**src/rtl/tch_pkg.sv**
```systemverilog
package tch_pkg;

    typedef enum logic [1:0] {
        POL_INCL = 2'd0,
        POL_NINE = 2'd1,
        POL_EXCL = 2'd2
    } pol_e;

    typedef enum logic [1:0] {
        TOP_NONE  = 2'd0,
        TOP_TOUCH = 2'd1,
        TOP_FILL  = 2'd2,
        TOP_DROP  = 2'd3
    } tag_op_e;

    typedef enum logic [2:0] {
        ST_IDLE     = 3'd0,
        ST_L2_LOOK  = 3'd1,
        ST_L3_LOOK  = 3'd2,
        ST_BACKINV  = 3'd3,
        ST_L2_FILL  = 3'd4,
        ST_L3_ALLOC = 3'd5
    } ctl_state_e;

endpackage

```
**src/rtl/tch_victim_sel.sv**
```systemverilog
module tch_victim_sel #(
    parameter int WAYS  = 4,
    parameter int WAY_W = $clog2(WAYS)
) (
    input  logic [WAYS-1:0]             valid_i,
    input  logic [WAYS-1:0][WAY_W-1:0]  age_i,
    output logic [WAY_W-1:0]            way_o,
    output logic                        taken_o
);

    localparam logic [WAY_W-1:0] OLDEST = WAY_W'(WAYS - 1);

    logic             free_found;
    logic [WAY_W-1:0] free_way;
    logic [WAY_W-1:0] lru_way;

    always_comb begin
        free_found = 1'b0;
        free_way   = '0;
        for (int w = WAYS - 1; w >= 0; w--) begin
            if (!valid_i[w]) begin
                free_found = 1'b1;
                free_way   = WAY_W'(w);
            end
        end
    end

    always_comb begin
        lru_way = '0;
        for (int w = 0; w < WAYS; w++) begin
            if (age_i[w] == OLDEST) begin
                lru_way = WAY_W'(w);
            end
        end
    end

    assign way_o   = free_found ? free_way : lru_way;
    assign taken_o = !free_found;

endmodule

```
**src/rtl/tch_tag_store.sv**
```systemverilog
module tch_tag_store
    import tch_pkg::*;
#(
    parameter int SETS   = 2,
    parameter int WAYS   = 4,
    parameter int LINE_W = 26
) (
    input  logic                       clk_i,
    input  logic                       rst_i,
    input  logic [LINE_W-1:0]          line_i,
    input  tag_op_e                    op_i,
    input  logic [$clog2(WAYS)-1:0]    op_way_i,
    output logic                       hit_o,
    output logic [$clog2(WAYS)-1:0]    hit_way_o,
    output logic [$clog2(WAYS)-1:0]    vic_way_o,
    output logic                       vic_valid_o,
    output logic [LINE_W-1:0]          vic_line_o
);

    localparam int SET_W = $clog2(SETS);
    localparam int TAG_W = LINE_W - SET_W;
    localparam int WAY_W = $clog2(WAYS);

    logic [WAYS-1:0]             valid_q [SETS];
    logic [WAYS-1:0]             valid_d [SETS];
    logic [WAYS-1:0][TAG_W-1:0]  tag_q   [SETS];
    logic [WAYS-1:0][TAG_W-1:0]  tag_d   [SETS];
    logic [WAYS-1:0][WAY_W-1:0]  age_q   [SETS];
    logic [WAYS-1:0][WAY_W-1:0]  age_d   [SETS];

    logic [SET_W-1:0] set_idx;
    logic [TAG_W-1:0] tag_in;
    logic [WAYS-1:0]  hit_vec;
    logic [WAY_W-1:0] pivot_age;

    assign set_idx = line_i[SET_W-1:0];
    assign tag_in  = line_i[LINE_W-1:SET_W];

    // lookup in the addressed set
    always_comb begin
        hit_way_o = '0;
        for (int w = 0; w < WAYS; w++) begin
            hit_vec[w] = valid_q[set_idx][w] && (tag_q[set_idx][w] == tag_in);
            if (hit_vec[w]) begin
                hit_way_o = WAY_W'(w);
            end
        end
    end
    assign hit_o = |hit_vec;

    tch_victim_sel #(
        .WAYS  (WAYS),
        .WAY_W (WAY_W)
    ) u_vsel (
        .valid_i (valid_q[set_idx]),
        .age_i   (age_q[set_idx]),
        .way_o   (vic_way_o),
        .taken_o (vic_valid_o)
    );

    assign vic_line_o = {tag_q[set_idx][vic_way_o], set_idx};
    assign pivot_age  = age_q[set_idx][op_way_i];

    // next state: ages stay a permutation of 0..WAYS-1 in every set
    always_comb begin
        valid_d = valid_q;
        tag_d   = tag_q;
        age_d   = age_q;
        if (op_i == TOP_TOUCH || op_i == TOP_FILL) begin
            for (int w = 0; w < WAYS; w++) begin
                if (WAY_W'(w) == op_way_i) begin
                    age_d[set_idx][w] = '0;
                end else if (age_q[set_idx][w] < pivot_age) begin
                    age_d[set_idx][w] = age_q[set_idx][w] + 1'b1;
                end
            end
        end
        if (op_i == TOP_FILL) begin
            valid_d[set_idx][op_way_i] = 1'b1;
            tag_d[set_idx][op_way_i]   = tag_in;
        end
        if (op_i == TOP_DROP) begin
            valid_d[set_idx][op_way_i] = 1'b0;
        end
    end

    always_ff @(posedge clk_i) begin
        if (rst_i) begin
            for (int s = 0; s < SETS; s++) begin
                valid_q[s] <= '0;
                tag_q[s]   <= '0;
                for (int w = 0; w < WAYS; w++) begin
                    age_q[s][w] <= WAY_W'(w);
                end
            end
        end else begin
            valid_q <= valid_d;
            tag_q   <= tag_d;
            age_q   <= age_d;
        end
    end

    AST_FILL_ONLY_ON_MISS: assert property (@(posedge clk_i) disable iff (rst_i)
        (op_i == TOP_FILL) |-> !hit_o);
    AST_SINGLE_COPY: assert property (@(posedge clk_i) disable iff (rst_i)
        $onehot0(hit_vec));
    AST_TOUCH_ON_HIT: assert property (@(posedge clk_i) disable iff (rst_i)
        (op_i == TOP_TOUCH) |-> (hit_o && hit_way_o == op_way_i));

endmodule

```
**src/rtl/cache_tag_hier.sv**
```systemverilog
module cache_tag_hier
    import tch_pkg::*;
#(
    parameter int ADDR_W     = 32,
    parameter int LINE_BYTES = 64,
    parameter int L2_SETS    = 2,
    parameter int L2_WAYS    = 2,
    parameter int L3_SETS    = 2,
    parameter int L3_WAYS    = 4,
    parameter int CNT_W      = 32
) (
    input  logic              clk_i,
    input  logic              rst_i,
    input  logic [1:0]        policy_i,
    input  logic              req_valid_i,
    output logic              req_ready_o,
    input  logic [ADDR_W-1:0] req_addr_i,
    input  logic              req_real_i,
    output logic              resp_valid_o,
    output logic              resp_l2_miss_o,
    output logic              resp_l3_miss_o,
    output logic [CNT_W-1:0]  l2_miss_cnt_o,
    output logic [CNT_W-1:0]  l3_miss_cnt_o
);

    localparam int OFF_W  = $clog2(LINE_BYTES);
    localparam int LINE_W = ADDR_W - OFF_W;
    localparam int L2_WW  = $clog2(L2_WAYS);
    localparam int L3_WW  = $clog2(L3_WAYS);

    typedef struct packed {
        ctl_state_e        state;
        pol_e              policy;
        logic [LINE_W-1:0] line;
        logic [LINE_W-1:0] vic_line;
        logic              l3_missed;
        logic              resp_valid;
        logic              resp_l2m;
        logic              resp_l3m;
        logic [CNT_W-1:0]  l2_cnt;
        logic [CNT_W-1:0]  l3_cnt;
    } ctl_t;

    ctl_t ctl_d, ctl_q;

    logic [LINE_W-1:0] l2_line, l3_line;
    tag_op_e           l2_op, l3_op;
    logic [L2_WW-1:0]  l2_op_way, l2_hit_way, l2_vic_way;
    logic [L3_WW-1:0]  l3_op_way, l3_hit_way, l3_vic_way;
    logic              l2_hit, l2_vic_valid, l3_hit, l3_vic_valid;
    logic [LINE_W-1:0] l2_vic_line, l3_vic_line;
    logic              unused_offset;

    assign unused_offset = ^req_addr_i[OFF_W-1:0];

    tch_tag_store #(
        .SETS   (L2_SETS),
        .WAYS   (L2_WAYS),
        .LINE_W (LINE_W)
    ) u_l2 (
        .clk_i       (clk_i),
        .rst_i       (rst_i),
        .line_i      (l2_line),
        .op_i        (l2_op),
        .op_way_i    (l2_op_way),
        .hit_o       (l2_hit),
        .hit_way_o   (l2_hit_way),
        .vic_way_o   (l2_vic_way),
        .vic_valid_o (l2_vic_valid),
        .vic_line_o  (l2_vic_line)
    );

    tch_tag_store #(
        .SETS   (L3_SETS),
        .WAYS   (L3_WAYS),
        .LINE_W (LINE_W)
    ) u_l3 (
        .clk_i       (clk_i),
        .rst_i       (rst_i),
        .line_i      (l3_line),
        .op_i        (l3_op),
        .op_way_i    (l3_op_way),
        .hit_o       (l3_hit),
        .hit_way_o   (l3_hit_way),
        .vic_way_o   (l3_vic_way),
        .vic_valid_o (l3_vic_valid),
        .vic_line_o  (l3_vic_line)
    );

    always_comb begin
        ctl_d            = ctl_q;
        ctl_d.resp_valid = 1'b0;
        l2_line          = ctl_q.line;
        l3_line          = ctl_q.line;
        l2_op            = TOP_NONE;
        l3_op            = TOP_NONE;
        l2_op_way        = '0;
        l3_op_way        = '0;

        unique case (ctl_q.state)
            ST_IDLE: begin
                unique case (policy_i)
                    2'd0:    ctl_d.policy = POL_INCL;
                    2'd2:    ctl_d.policy = POL_EXCL;
                    default: ctl_d.policy = POL_NINE;
                endcase
                if (req_valid_i) begin
                    if (!req_real_i) begin
                        ctl_d.resp_valid = 1'b1;
                        ctl_d.resp_l2m   = 1'b0;
                        ctl_d.resp_l3m   = 1'b0;
                    end else begin
                        ctl_d.line  = req_addr_i[ADDR_W-1:OFF_W];
                        ctl_d.state = ST_L2_LOOK;
                    end
                end
            end

            ST_L2_LOOK: begin
                if (l2_hit) begin
                    l2_op            = TOP_TOUCH;
                    l2_op_way        = l2_hit_way;
                    ctl_d.resp_valid = 1'b1;
                    ctl_d.resp_l2m   = 1'b0;
                    ctl_d.resp_l3m   = 1'b0;
                    ctl_d.state      = ST_IDLE;
                end else begin
                    ctl_d.l2_cnt = ctl_q.l2_cnt + 1'b1;
                    ctl_d.state  = ST_L3_LOOK;
                end
            end

            ST_L3_LOOK: begin
                ctl_d.state = ST_L2_FILL;
                if (l3_hit) begin
                    l3_op           = (ctl_q.policy == POL_EXCL) ? TOP_DROP : TOP_TOUCH;
                    l3_op_way       = l3_hit_way;
                    ctl_d.l3_missed = 1'b0;
                end else begin
                    ctl_d.l3_cnt    = ctl_q.l3_cnt + 1'b1;
                    ctl_d.l3_missed = 1'b1;
                    if (ctl_q.policy != POL_EXCL) begin
                        l3_op          = TOP_FILL;
                        l3_op_way      = l3_vic_way;
                        ctl_d.vic_line = l3_vic_line;
                        if (ctl_q.policy == POL_INCL && l3_vic_valid) begin
                            ctl_d.state = ST_BACKINV;
                        end
                    end
                end
            end

            ST_BACKINV: begin
                l2_line = ctl_q.vic_line;
                if (l2_hit) begin
                    l2_op     = TOP_DROP;
                    l2_op_way = l2_hit_way;
                end
                ctl_d.state = ST_L2_FILL;
            end

            ST_L2_FILL: begin
                l2_op     = TOP_FILL;
                l2_op_way = l2_vic_way;
                if (ctl_q.policy == POL_EXCL && l2_vic_valid) begin
                    ctl_d.vic_line = l2_vic_line;
                    ctl_d.state    = ST_L3_ALLOC;
                end else begin
                    ctl_d.resp_valid = 1'b1;
                    ctl_d.resp_l2m   = 1'b1;
                    ctl_d.resp_l3m   = ctl_q.l3_missed;
                    ctl_d.state      = ST_IDLE;
                end
            end

            ST_L3_ALLOC: begin
                l3_line = ctl_q.vic_line;
                if (l3_hit) begin
                    l3_op     = TOP_TOUCH;
                    l3_op_way = l3_hit_way;
                end else begin
                    l3_op     = TOP_FILL;
                    l3_op_way = l3_vic_way;
                end
                ctl_d.resp_valid = 1'b1;
                ctl_d.resp_l2m   = 1'b1;
                ctl_d.resp_l3m   = ctl_q.l3_missed;
                ctl_d.state      = ST_IDLE;
            end

            default: ctl_d.state = ST_IDLE;
        endcase
    end

    always_ff @(posedge clk_i) begin
        if (rst_i) begin
            ctl_q <= '{state: ST_IDLE, policy: POL_INCL, default: '0};
        end else begin
            ctl_q <= ctl_d;
        end
    end

    assign req_ready_o    = (ctl_q.state == ST_IDLE);
    assign resp_valid_o   = ctl_q.resp_valid;
    assign resp_l2_miss_o = ctl_q.resp_l2m;
    assign resp_l3_miss_o = ctl_q.resp_l3m;
    assign l2_miss_cnt_o  = ctl_q.l2_cnt;
    assign l3_miss_cnt_o  = ctl_q.l3_cnt;

    AST_BUSY_AFTER_ACCEPT: assert property (@(posedge clk_i) disable iff (rst_i)
        (req_valid_i && req_ready_o && req_real_i) |=> !req_ready_o);
    AST_UPGRADE_QUIET: assert property (@(posedge clk_i) disable iff (rst_i)
        (req_valid_i && req_ready_o && !req_real_i) |=>
        (resp_valid_o && !resp_l2_miss_o && !resp_l3_miss_o
         && $stable(l2_miss_cnt_o) && $stable(l3_miss_cnt_o)));
    AST_L3_MISS_IMPLIES_L2: assert property (@(posedge clk_i) disable iff (rst_i)
        (resp_valid_o && resp_l3_miss_o) |-> resp_l2_miss_o);
    AST_L2_CNT_STEP: assert property (@(posedge clk_i) disable iff (rst_i)
        (l2_miss_cnt_o != $past(l2_miss_cnt_o)) |->
        (l2_miss_cnt_o == $past(l2_miss_cnt_o) + 1'b1));
    AST_L3_CNT_STEP: assert property (@(posedge clk_i) disable iff (rst_i)
        (l3_miss_cnt_o != $past(l3_miss_cnt_o)) |->
        (l3_miss_cnt_o == $past(l3_miss_cnt_o) + 1'b1));
    AST_RESP_RELEASES_READY: assert property (@(posedge clk_i) disable iff (rst_i)
        resp_valid_o |-> req_ready_o);

endmodule

```
**config.mk**
```make
export PLATFORM = sky130hd
export DESIGN_NAME = cache_tag_hier
export DESIGN_NICKNAME = d
export VERILOG_FILES = /design/src/rtl/tch_pkg.sv /design/src/rtl/tch_victim_sel.sv /design/src/rtl/tch_tag_store.sv /design/src/rtl/cache_tag_hier.sv
export SDC_FILE = /design/constraint.sdc
export NUM_CORES = 1
export LEC_CHECK = 0
export BUFFER_PORTS_ARGS = -buffer_cell sky130_fd_sc_hd__buf_2
export CORE_UTILIZATION = 35
export DETAILED_ROUTE_END_ITERATION = 12
export PLACE_DENSITY = 0.54
export SYNTH_ARGS = -nofsm -noshare
export SYNTH_HDL_FRONTEND = slang
export SYNTH_SLANG_ARGS = --single-unit
```
**constraint.sdc**
```tcl
create_clock -name clk_i -period 14.7 [get_ports clk_i]
set_clock_uncertainty 0.2 [all_clocks]
set_input_delay 0.735 -clock clk_i [delete_from_list [all_inputs] [get_ports clk_i]]
set_output_delay 0.735 -clock clk_i [all_outputs]
set_load 0.02 [all_outputs]
```
==> results.sh, run 1 <==
export IMPL_status="complete, no violations"
export IMPL_grt_setup_unrepaired="no"
export IMPL_grt_max_degree=170
export IMPL_synthDistinctLibCells=76
export IMPL_final_setup_viol_count=0
export IMPL_grt_ovfl_total=0
export IMPL_mostFrequentLayoutCells="nor2_1, dfxtp_1, nand2_1, a211oi_1, mux2i_1"
export IMPL_ys_warn_count=0
export IMPL_grt_pass1_vias=20600
export IMPL_dieHeight_um=273
export IMPL_synthCells=3249
export IMPL_grt_pass1_wl_mm=126
export IMPL_crit_type="flop to flop"
export IMPL_cts_root_buf="clkbuf_16"
export IMPL_start_util=0.356
export IMPL_tightest_slew_ns=1.22
export IMPL_ys_seq_area_frac=0.356
export IMPL_via_per_inst=5.41
export IMPL_leakage_nw=9.45
export IMPL_post_cts_resized=0
export IMPL_cts_hold_buf=0
export IMPL_dieWidth_um=273
export IMPL_hpwl_mm=54.3
export IMPL_start_kind="flop"
export IMPL_ir_worst_vdd_uv=98.2
export IMPL_drtIter0Drc=1712
export IMPL_antenna_found_initial=2
export IMPL_drive_above_1_share=0.0929
export IMPL_slew_viol_final=0
export IMPL_hold_ws_ns=0.143
export IMPL_clock_sinks=457
export IMPL_numCtsBuffers=54
export IMPL_totalWireLength_mm=82.4
export IMPL_finalHoldViolations=0
export IMPL_synth_edff_count=0
export IMPL_required_ns=15.05
export IMPL_core_area_um2=72100
export IMPL_maxCapViolCount=0
export IMPL_avgSynthCellArea_um2=7.91
export IMPL_vias=22300
export IMPL_fill_cells=7495
export IMPL_port_buffers=99
export IMPL_yosys_register_bits=457
export IMPL_syn_nets=3300
export IMPL_period_minus_slack_ns=7.48
export IMPL_drcViolationCount=0
export IMPL_cts_buffer_depth=3
export IMPL_cts_tree="done"
export IMPL_grt_usage=0.216
export IMPL_r2r_slack_ns=7.22
export IMPL_layout_commonest_cell="nor2_1"
export IMPL_nNetsFinal=3183
export IMPL_fin_crit_sh=0.509
export IMPL_async_flop_share=0
export IMPL_clkTransAtPathRegs_ns=0.06
export IMPL_crit_fanout=45
export IMPL_hold_path_class="primary input to flop"
export IMPL_io_pins=106
export IMPL_die_area_um2=74500
export IMPL_htreeDepth=2
export IMPL_cts_setup_buffers=0
export IMPL_endpoint_kind="flop"
export IMPL_timing_setup_tns_ns=0
export IMPL_maxSlewHeadroom=0.184
export IMPL_clk_latency_ns=0.63
export IMPL_wire_per_inst_um=20.0
export IMPL_cp_arrival_ns=7.84
export IMPL_num_rows=98
export IMPL_ant_nets=0
export IMPL_fmax_ghz=0.134
export IMPL_drt_first_pass_iters=5
export IMPL_routabilityCongestion=0.932
export IMPL_areaGrowthSynthToFinish_pct=8.92
export IMPL_netlist_area_um2=25700
export IMPL_powerDensity_nw_per_um2=102
export IMPL_synth_flop_cell="dfxtp_1"
[cell families after synthesis]
family | Yosys count | share of synthesized area
AOI/OAI and AO/OA | 651 | 0.165
xor gates and xnor gates | 168 | 0.0573
adders and majority gates | 13 | 0.00633
buffers and inverters | 368 | 0.0732
DFF | 457 | 0.356
muxes | 271 | 0.110
and+or+nand+nor | 1321 | 0.232
[routing by layer]
metal,vias up,wire length [µm],global-route usage
met5,-,32,0
li1,11100,-,-
met2,524,37300,0.346
met3,126,4360,0.0293
met1,10600,38300,0.297
met4,4,2320,0.0706
[registers in the layout (all words and copies together), names as in the netlist, named ones only]
name            flops
u_l3.tag_q        200
u_l2.tag_q        100
ctl_q              58
l2_miss_cnt_o      32
l3_miss_cnt_o      32
u_l3.age_q         16
u_l3.valid_q        8
u_l2.age_q          4
u_l2.valid_q        3
resp_l2_miss_o      1
resp_l3_miss_o      1
resp_valid_o        1
[critical path, stage by stage, from the launching register on]
cell	delay (ns)
dfxtp_1	0.73
nand3b_4	0.22
mux2i_4	0.62
buf_4	0.67
buf_4	0.55
nand2_1	0.11
nand2_1	0.15
ha_1	0.19
a21oi_1	0.09
nand2_1	0.07
nand2_1	0.05
a211oi_1	0.46
a31o_2	0.76
nand2_1	0.16
o211ai_2	0.67
mux2i_1	0.15
mux2_2	0.35
ha_1	0.30
a31o_2	0.26
or4b_1	0.51
nand3_1	0.07
[Yosys cell counts, drive strengths merged, types with 52 or more instances]
cell type / n / area share
xor2: 112 / 0.038
a211oi: 263 / 0.077
a21oi: 199 / 0.039
mux2i: 261 / 0.10
nand3: 102 / 0.020
xnor2: 56 / 0.019
clkbuf: 160 / 0.023
nor2: 523 / 0.077
nor3: 52 / 0.010
buf: 168 / 0.044
or3: 66 / 0.016
dfxtp: 457 / 0.36
nand2b: 53 / 0.013
o21ai: 79 / 0.015
nand2: 371 / 0.055
[path summary, 6_finish.rpt]
path	start	cells past startpoint	end
setup / recovery	ctl_q[124]	20	u_l3.age_q[10]
setup reg to reg	ctl_q[124]	20	u_l3.age_q[10]
hold reg to reg	ctl_q[67]	2	ctl_q[67]
hold / removal	req_addr_i[23]	3	ctl_q[111]
[area by class of cell]
cell class | count | area [µm²] | share of cell area
Antenna cell | 1 | 2.50 | 0.0000894
Clock inverter | 8 | 111 | 0.00398
Sequential cell | 457 | 9160 | 0.327
Timing Repair Buffer | 155 | 938 | 0.0335
Tap cell | 950 | 1190 | 0.0425
Multi-Input combinational cell | 2424 | 14800 | 0.528
Clock buffer | 91 | 1650 | 0.0590
Inverter | 40 | 150 | 0.00537
[power by group]
part           internal, mW  switching [mW]
registers              1.25          0.0132
logic                0.0731           0.158
clock network         0.795           0.555
[metrics by stage]
stage               area [µm²]  utilization  instances  power [mW]  setup WS (ns)
floorplan                25700            -       3249        1.44           9.00
global placement         26200        0.364       4026        1.52           7.27
detailed placement       26200        0.364       4026        1.52           7.33
CTS                      28000        0.388       4125        2.87           7.32
global route             28000        0.388       4125        2.94           6.70
finish                   28000        0.388       4126        2.84           7.22
No activity file was read; power rests on OpenSTA's default activity.
==> run 2: changes to the inputs <==
--- a/config.mk
+++ b/config.mk
@@ -5,6 +5,7 @@
 export SDC_FILE = /design/constraint.sdc
 export NUM_CORES = 1
 export LEC_CHECK = 0
+export ABC_AREA = 1
 export BUFFER_PORTS_ARGS = -buffer_cell sky130_fd_sc_hd__buf_2
 export CORE_UTILIZATION = 35
 export DETAILED_ROUTE_END_ITERATION = 12
==> constraint.sdc (replaced) <==
create_clock -name clk_i -period 7.5 [get_ports clk_i]
set_clock_uncertainty 0.2 [all_clocks]
set_input_delay 0.375 -clock clk_i [delete_from_list [all_inputs] [get_ports clk_i]]
set_output_delay 0.375 -clock clk_i [all_outputs]
set_load 0.02 [all_outputs]
==> run 2 against run 1 <==
Synthesized cell count up 28%. Count of clock-buffer cells in the layout shrank 10. First-iteration DRC count grew 44%. Worst setup slack got worse by 6.3 ns. Combinational power grew to 5.7 times the previous value. Sequential cell count unchanged. Global-route usage increased by 3.2 points. Area after synthesis grew 3.3%. Largest power group unchanged. Highest routed layer is now met4.
==> results.sh, run 2 <==
export IMPL_cts_root_buf="clkbuf_16"
export IMPL_largest_reg_flops=200
export IMPL_cts_buffer_depth=3
export IMPL_avgSynthCellArea_um2=6.37
export IMPL_layout_commonest_cell="nand2_1"
export IMPL_post_cts_resized=0
export IMPL_internal_power_mw=4.40
export IMPL_slew_viol_final=0
export IMPL_utilization=0.388
export IMPL_drcViolationCount=0
export IMPL_crit_top_cell="nand2_1"
export IMPL_synth_edff_count=0
export IMPL_synthDistinctLibCells=55
export IMPL_synthCells=4168
export IMPL_fin_ws_ns=0.946
export IMPL_pwr_share_clk=0.412
export IMPL_worstReg2RegEnd="u_l2.tag_q[31]"
export IMPL_timing_setup_tns_ns=0
export IMPL_maxCapViolCount=0
export IMPL_syn_nets=4219
export IMPL_grt_pass1_wl_mm=150
export IMPL_drive_above_1_share=0.0785
export IMPL_max_stage_delay_ns=0.71
export IMPL_hpwl_mm=68.6
export IMPL_clock_sinks=457
export IMPL_p_sw_frac=0.325
export IMPL_cp_cell_sequence="inv_1, nor2_2, nand2_2, nand2_1, nand2_2, inv_1, buf_4, nand2_1, nand2_1, xor2_1, inv_1, or3_1, nor4_1, nand4_1, o41ai_1, nand2_1, ha_1, nand2_1, inv_2, o21ai_0, a21oi_1"
export IMPL_post_synth_top_count_cell="nand2_1"
export IMPL_yosys_register_bits=457
export IMPL_routabilityCongestion=0.996
export IMPL_hold_ws_ns=0.0103
export IMPL_p_seq_frac=0.387
export IMPL_grt_max_degree=165
export IMPL_leakage_nw=12.1
export IMPL_htreeDepth=2
export IMPL_ys_top_cells_by_count="nand2_1, a21oi_1, dfxtp_1"
export IMPL_powerDensity_nw_per_um2=225
export IMPL_netlist_area_um2=26500
export IMPL_async_flop_share=0
export IMPL_status="complete, no violations"
export IMPL_final_setup_viol_count=0
export IMPL_hold_depth=3
export IMPL_fmax_ghz=0.153
export IMPL_r2r_slack_ns=0.95
export IMPL_required_ns=7.78
export IMPL_cts_hold_buf=26
export IMPL_wire_per_inst_um=19.2
export IMPL_clkTransAtPathRegs_ns=0.06
export IMPL_totalWireLength_mm=97.7
export IMPL_drtIter0Drc=2464
export IMPL_io_pins=106
export IMPL_synth_flop_cell="dfxtp_1"
export IMPL_maxSlewHeadroom=0.255
export IMPL_fin_area_um2=29000
export IMPL_finalHoldViolations=0
export IMPL_yosys_top_cells_area="dfxtp_1, nand2_1, a21oi_1, o21ai_0, nand3_1"
export IMPL_mostFrequentLayoutCells="nand2_1, a21oi_1, dfxtp_1, o21ai_0, inv_1"
export IMPL_grt_setup_unrepaired="no"
export IMPL_start_util=0.355
export IMPL_p_switching_mw=2.12
export IMPL_endpoint_kind="flop"
export IMPL_placed_area_um2=26900
export IMPL_ys_warn_count=0
export IMPL_fin_crit_sh=0.874
export IMPL_crit_type="flop to flop"
export IMPL_fill_cells=8143
export IMPL_die_area_um2=76900
export IMPL_numCtsBuffers=55
export IMPL_ir_worst_vdd_uv=167
export IMPL_grt_ovfl_total=0
export IMPL_antenna_found_initial=1
export IMPL_min_from="req_addr_i[31]"
export IMPL_tightest_slew_ns=1.11
export IMPL_grt_pass1_vias=24800
export IMPL_reg2reg_from="ctl_q[122]"
export IMPL_vias=27000
export IMPL_port_buffers=99
export IMPL_hold_path_class="primary input to flop"
export IMPL_ant_nets=0
export IMPL_cp_arrival_ns=6.83
export IMPL_core_area_um2=74700
export IMPL_ys_seq_area_frac=0.345
export IMPL_hold_end="ctl_q[119]"
export IMPL_cts_tree="done"
export IMPL_yosysTopAreaCellShare=0.345
export IMPL_nNetsFinal=4131
export IMPL_top_register="u_l3.tag_q"
export IMPL_crit_fanout=31
export IMPL_areaGrowthSynthToFinish_pct=9.22
export IMPL_dieWidth_um=277
export IMPL_dieHeight_um=277
export IMPL_num_rows=100
export IMPL_clk_latency_ns=0.62
export IMPL_grt_usage=0.248
export IMPL_rr_worst_depth=21
export IMPL_cts_setup_buffers=0
export IMPL_drt_first_pass_iters=6
export IMPL_post_place_ws_ns=1.16
export IMPL_synth_top_cell_by_area="dfxtp_1"
export IMPL_cp_slowest_cell="nand2_1"
export IMPL_largestRegisters="u_l3.tag_q: 200 flops, u_l2.tag_q: 100 flops, ctl_q: 58 flops"
export IMPL_start_kind="flop"
export IMPL_power_frac_comb=0.201
export IMPL_period_minus_slack_ns=6.55
export IMPL_via_per_inst=5.31
[run 2: changes by cell type in the layout (fill, tap and decap cells not counted), sizes merged, moves of 47 or more]
cell    change
a211oi    -255
a21oi     +267
inv       +363
mux2i     -255
nand2     +729
nand2b     -53
nand3     +234
nor2      -252
o21ai     +452
or3        -65
xnor2      -47
xor2       -80
[run 2: final cells by class]
cell class              instances  area [µm²]  area share
diodes                          1        2.50   0.0000863
clock buffers                  81        1640      0.0567
clock inverters                13         134     0.00462
inverters                     404        1520      0.0526
multi-input cells            2997       14200       0.491
flip-flops and latches        457        9150       0.316
well taps                     969        1210      0.0418
repair buffers                165        1080      0.0374
[run 2: how the worst max path moves through the flow]
stage,from,end,slack (ns),cells after the start
final,ctl_q[122],u_l2.tag_q[31],0.95,21
after global routing,ctl_q[122],u_l2.tag_q[32],0.59,21
after CTS,ctl_q[122],u_l2.tag_q[31],1.14,21
after detailed placement,ctl_q[122],u_l2.tag_q[32],1.16,21
after global placement,ctl_q[122],u_l2.tag_q[27],1.26,21
after floorplan,ctl_q[123],u_l3.age_q[2],3.46,31
[run 2: routing by layer]
layer  part of all wire  global-route usage  vias up
li1                   -                   -    13500
met1               0.47               0.351    12500
met2               0.44               0.388      828
met3              0.068              0.0367      128
met4              0.026              0.0724        0
met5                  0                   0        -
[run 2: worst max-delay path, delay by kind of cell (launching register included)]
kind | cells | cell delay [ns]
XOR/XNOR | 1 | 0.37
buffers and inverters | 5 | 1.58
AND/OR/NAND/NOR | 11 | 2.58
AO/OA/AOI/OAI | 3 | 0.89
flip-flops | 1 | 0.47
adder cells (fa/ha/maj) | 1 | 0.28
[run 2: cell families after synthesis]
group,Yosys count,synth area share
adders and majority gates,13,0.00613
AOI/OAI and AO/OA,1065,0.212
and+or+nand+nor,1872,0.300
xor gates and xnor gates,41,0.0135
buffers and inverters,714,0.121
DFF,457,0.345
muxes,6,0.00226
[run 2: power groups by stage]
stage | logic [mW] | registers (mW) | clock network (mW)
2_1_floorplan | 0.867 | 2.57 | 0
3_3_place_gp | 1.27 | 2.58 | 0
6_report | 1.31 | 2.52 | 2.69
4_1_cts | 1.29 | 2.52 | 2.74
5_1_grt | 1.43 | 2.53 | 2.84
3_5_place_dp | 1.27 | 2.58 | 0
[run 2: metrics by stage]
step / std cells / power [mW]
floorplan: 4168 / 3.43
global placement: 4966 / 3.85
detailed placement: 4966 / 3.85
CTS: 5086 / 6.55
global route: 5087 / 6.80
finish: 5087 / 6.52
==> run 3: changes to the inputs <==
--- a/config.mk
+++ b/config.mk
@@ -6,7 +6,7 @@
 export NUM_CORES = 1
 export LEC_CHECK = 0
 export ABC_AREA = 1
-export BUFFER_PORTS_ARGS = -buffer_cell sky130_fd_sc_hd__buf_2
+export BUFFER_PORTS_ARGS = -buffer_cell sky130_fd_sc_hd__buf_4
 export CORE_UTILIZATION = 35
 export DETAILED_ROUTE_END_ITERATION = 12
 export PLACE_DENSITY = 0.54
==> run 3 against run 2 <==
The run now ends with hold timing left. Worst setup slack gained 0.42 ns. Sequential power is essentially flat. Sequential share of layout area down 0.43 points. Non-clock buffer count increased by 2. Maximum frequency up 6.9%. Wire length down 0.91%. Combinational power hardly changed. Via count down 0.49%. Register-to-register slack improved by 0.42 ns. Hold slack got worse by 0.018 ns. Count of clock-buffer cells in the layout shrank 10. Die area unchanged. Critical endpoint is now u_l3.tag_q[100]. Highest routed layer unchanged.
==> results.sh, run 3 (same netlist as run 2, synthesis figures left out) <==
export IMPL_regArea_um2=9150
export IMPL_io_pins=106
export IMPL_clkTransAtPathRegs_ns=0.06
export IMPL_dieWidth_um=277
export IMPL_finalHoldViolations=1
export IMPL_crit_type="flop to flop"
export IMPL_largest_reg_flops=200
export IMPL_slew_viol_final=0
export IMPL_grt_ovfl_total=0
export IMPL_wire_per_inst_um=19.0
export IMPL_core_area_um2=74700
export IMPL_drt_first_pass_iters=7
export IMPL_hold_path_class="primary input to flop"
export IMPL_fin_ws_ns=1.37
export IMPL_placed_area_um2=27200
export IMPL_dr_wl_met2_mm=42.4
export IMPL_grt_pass1_vias=24100
export IMPL_start_kind="flop"
export IMPL_powerDensity_nw_per_um2=227
export IMPL_fin_crit_sh=0.818
export IMPL_r2r_slack_ns=1.37
export IMPL_mostFrequentLayoutCells="nand2_1, a21oi_1, dfxtp_1, o21ai_0, inv_1"
export IMPL_hold_depth=3
export IMPL_rr_worst_depth=21
export IMPL_drtIter0Drc=2831
export IMPL_clk_latency_ns=0.62
export IMPL_cts_buffer_depth=3
export IMPL_final_setup_viol_count=0
export IMPL_wl_met1_mm=45.5
export IMPL_drcViolationCount=0
export IMPL_via_per_inst=5.28
export IMPL_top_register="u_l3.tag_q"
export IMPL_post_place_ws_ns=1.50
export IMPL_tightest_slew_ns=1.24
export IMPL_maxSlewHeadroom=0.172
export IMPL_cp_arrival_ns=6.47
export IMPL_grt_setup_unrepaired="no"
export IMPL_endpoint_kind="flop"
export IMPL_cts_hold_buf=25
export IMPL_min_from="req_addr_i[16]"
export IMPL_grt_usage=0.244
export IMPL_grt_max_degree=216
export IMPL_required_ns=7.84
export IMPL_period_minus_slack_ns=6.13
export IMPL_timing_setup_tns_ns=0
export IMPL_nNetsFinal=4131
export IMPL_top_layer_used="met4"
export IMPL_totalWireLength_mm=96.8
export IMPL_fill_cells=8093
export IMPL_cts_setup_buffers=0
export IMPL_utilization=0.394
export IMPL_multi_input_area_um2=14200
export IMPL_start_util=0.355
export IMPL_hpwl_mm=67.3
export IMPL_met3_length_mm=6.49
export IMPL_ant_nets=0
export IMPL_status="finished with violations"
export IMPL_cts_root_buf="clkbuf_16"
export IMPL_violations="hold timing"
export IMPL_drive_above_1_share=0.0801
export IMPL_leakage_nw=12.2
export IMPL_cts_tree="done"
export IMPL_ir_worst_vdd_uv=166
export IMPL_clock_sinks=457
export IMPL_dieHeight_um=277
export IMPL_worstReg2RegEnd="u_l3.tag_q[100]"
export IMPL_grt_pass1_wl_mm=147
export IMPL_crit_fanout=42
export IMPL_largestRegisters="u_l3.tag_q: 200 flops, u_l2.tag_q: 100 flops, ctl_q: 58 flops"
export IMPL_numCtsBuffers=53
export IMPL_layout_commonest_cell="nand2_1"
export IMPL_htreeDepth=2
export IMPL_hold_ws_ns=-0.00744
export IMPL_maxCapViolCount=0
export IMPL_fmax_ghz=0.163
export IMPL_port_buffers=99
export IMPL_antenna_found_initial=1
export IMPL_die_area_um2=76900
export IMPL_fin_area_um2=29400
export IMPL_hold_end="ctl_q[104]"
export IMPL_vias=26900
export IMPL_num_rows=100
export IMPL_areaGrowthSynthToFinish_pct=10.7
export IMPL_routabilityCongestion=0.986
export IMPL_post_cts_resized=0
export IMPL_reg2reg_from="ctl_q[122]"
==> run 3: worst max path at each step <==
stage | from | to | depth (start not counted)
6_report | ctl_q[122] | u_l3.tag_q[100] | 21
5_1_grt | ctl_q[122] | u_l3.tag_q[112] | 21
4_1_cts | ctl_q[122] | u_l3.tag_q[100] | 21
3_5_place_dp | ctl_q[122] | u_l3.tag_q[100] | 21
3_3_place_gp | ctl_q[124] | u_l3.tag_q[113] | 21
2_1_floorplan | ctl_q[123] | u_l3.age_q[2] | 31
==> run 3: power breakdown <==
group	internal [mW]	leakage [nW]	switching [mW]
clock	1.72	0.922	1.12
combinational	0.357	7.61	0.957
sequential	2.48	3.69	0.0412
total	4.56	12.2	2.12
==> run 3: final cells by class <==
type,count,share of cell area
Multi-Input combinational cell,2997,0.485
Clock buffer,71,0.0512
Sequential cell,457,0.311
Antenna cell,1,0.0000851
Tap cell,969,0.0412
Clock inverter,25,0.0134
Inverter,404,0.0518
Timing Repair Buffer,167,0.0465
==> run 3: through the flow <==
| stage | power, mW | hold WS, ns | cells |
|---|---|---|---|
| 3_5_place_dp | 3.85 | 0.241 | 4969 |
| 2_1_floorplan | 3.43 | 0.225 | 4168 |
| 4_1_cts | 6.71 | 0.00155 | 5090 |
| 3_3_place_gp | 3.85 | 0.238 | 4969 |
| 5_1_grt | 6.96 | 0.00000716 | 5091 |
| 6_report | 6.68 | -0.00744 | 5091 |
==> run 3: worst max-delay path, cell delays in order, from the launching register on <==
cell and delay (ns):
dfxtp_1 0.48, nand4_1 0.69, nand2_4 0.80, buf_4 0.34, nand2_1 0.07, nand3_1 0.24, nand2_1 0.09, nor2_1 0.10
nand2_1 0.14, nor2_1 0.12, nand2_1 0.07, nor2_1 0.11, nor2_1 0.11, nand2_4 0.15, nand2_2 0.10, o22ai_1 0.22
ha_1 0.19, inv_1 0.29, nor2_4 0.84, buf_4 0.37, o21ai_0 0.10, a21oi_1 0.17
==> run 3: metal layers <==
| metal | GRT usage | vias to the layer above |
|---|---|---|
| li1 | - | 13500 |
| met1 | 0.346 | 12400 |
| met2 | 0.380 | 832 |
| met3 | 0.0355 | 110 |
| met4 | 0.0689 | 0 |
| met5 | 0 | - |
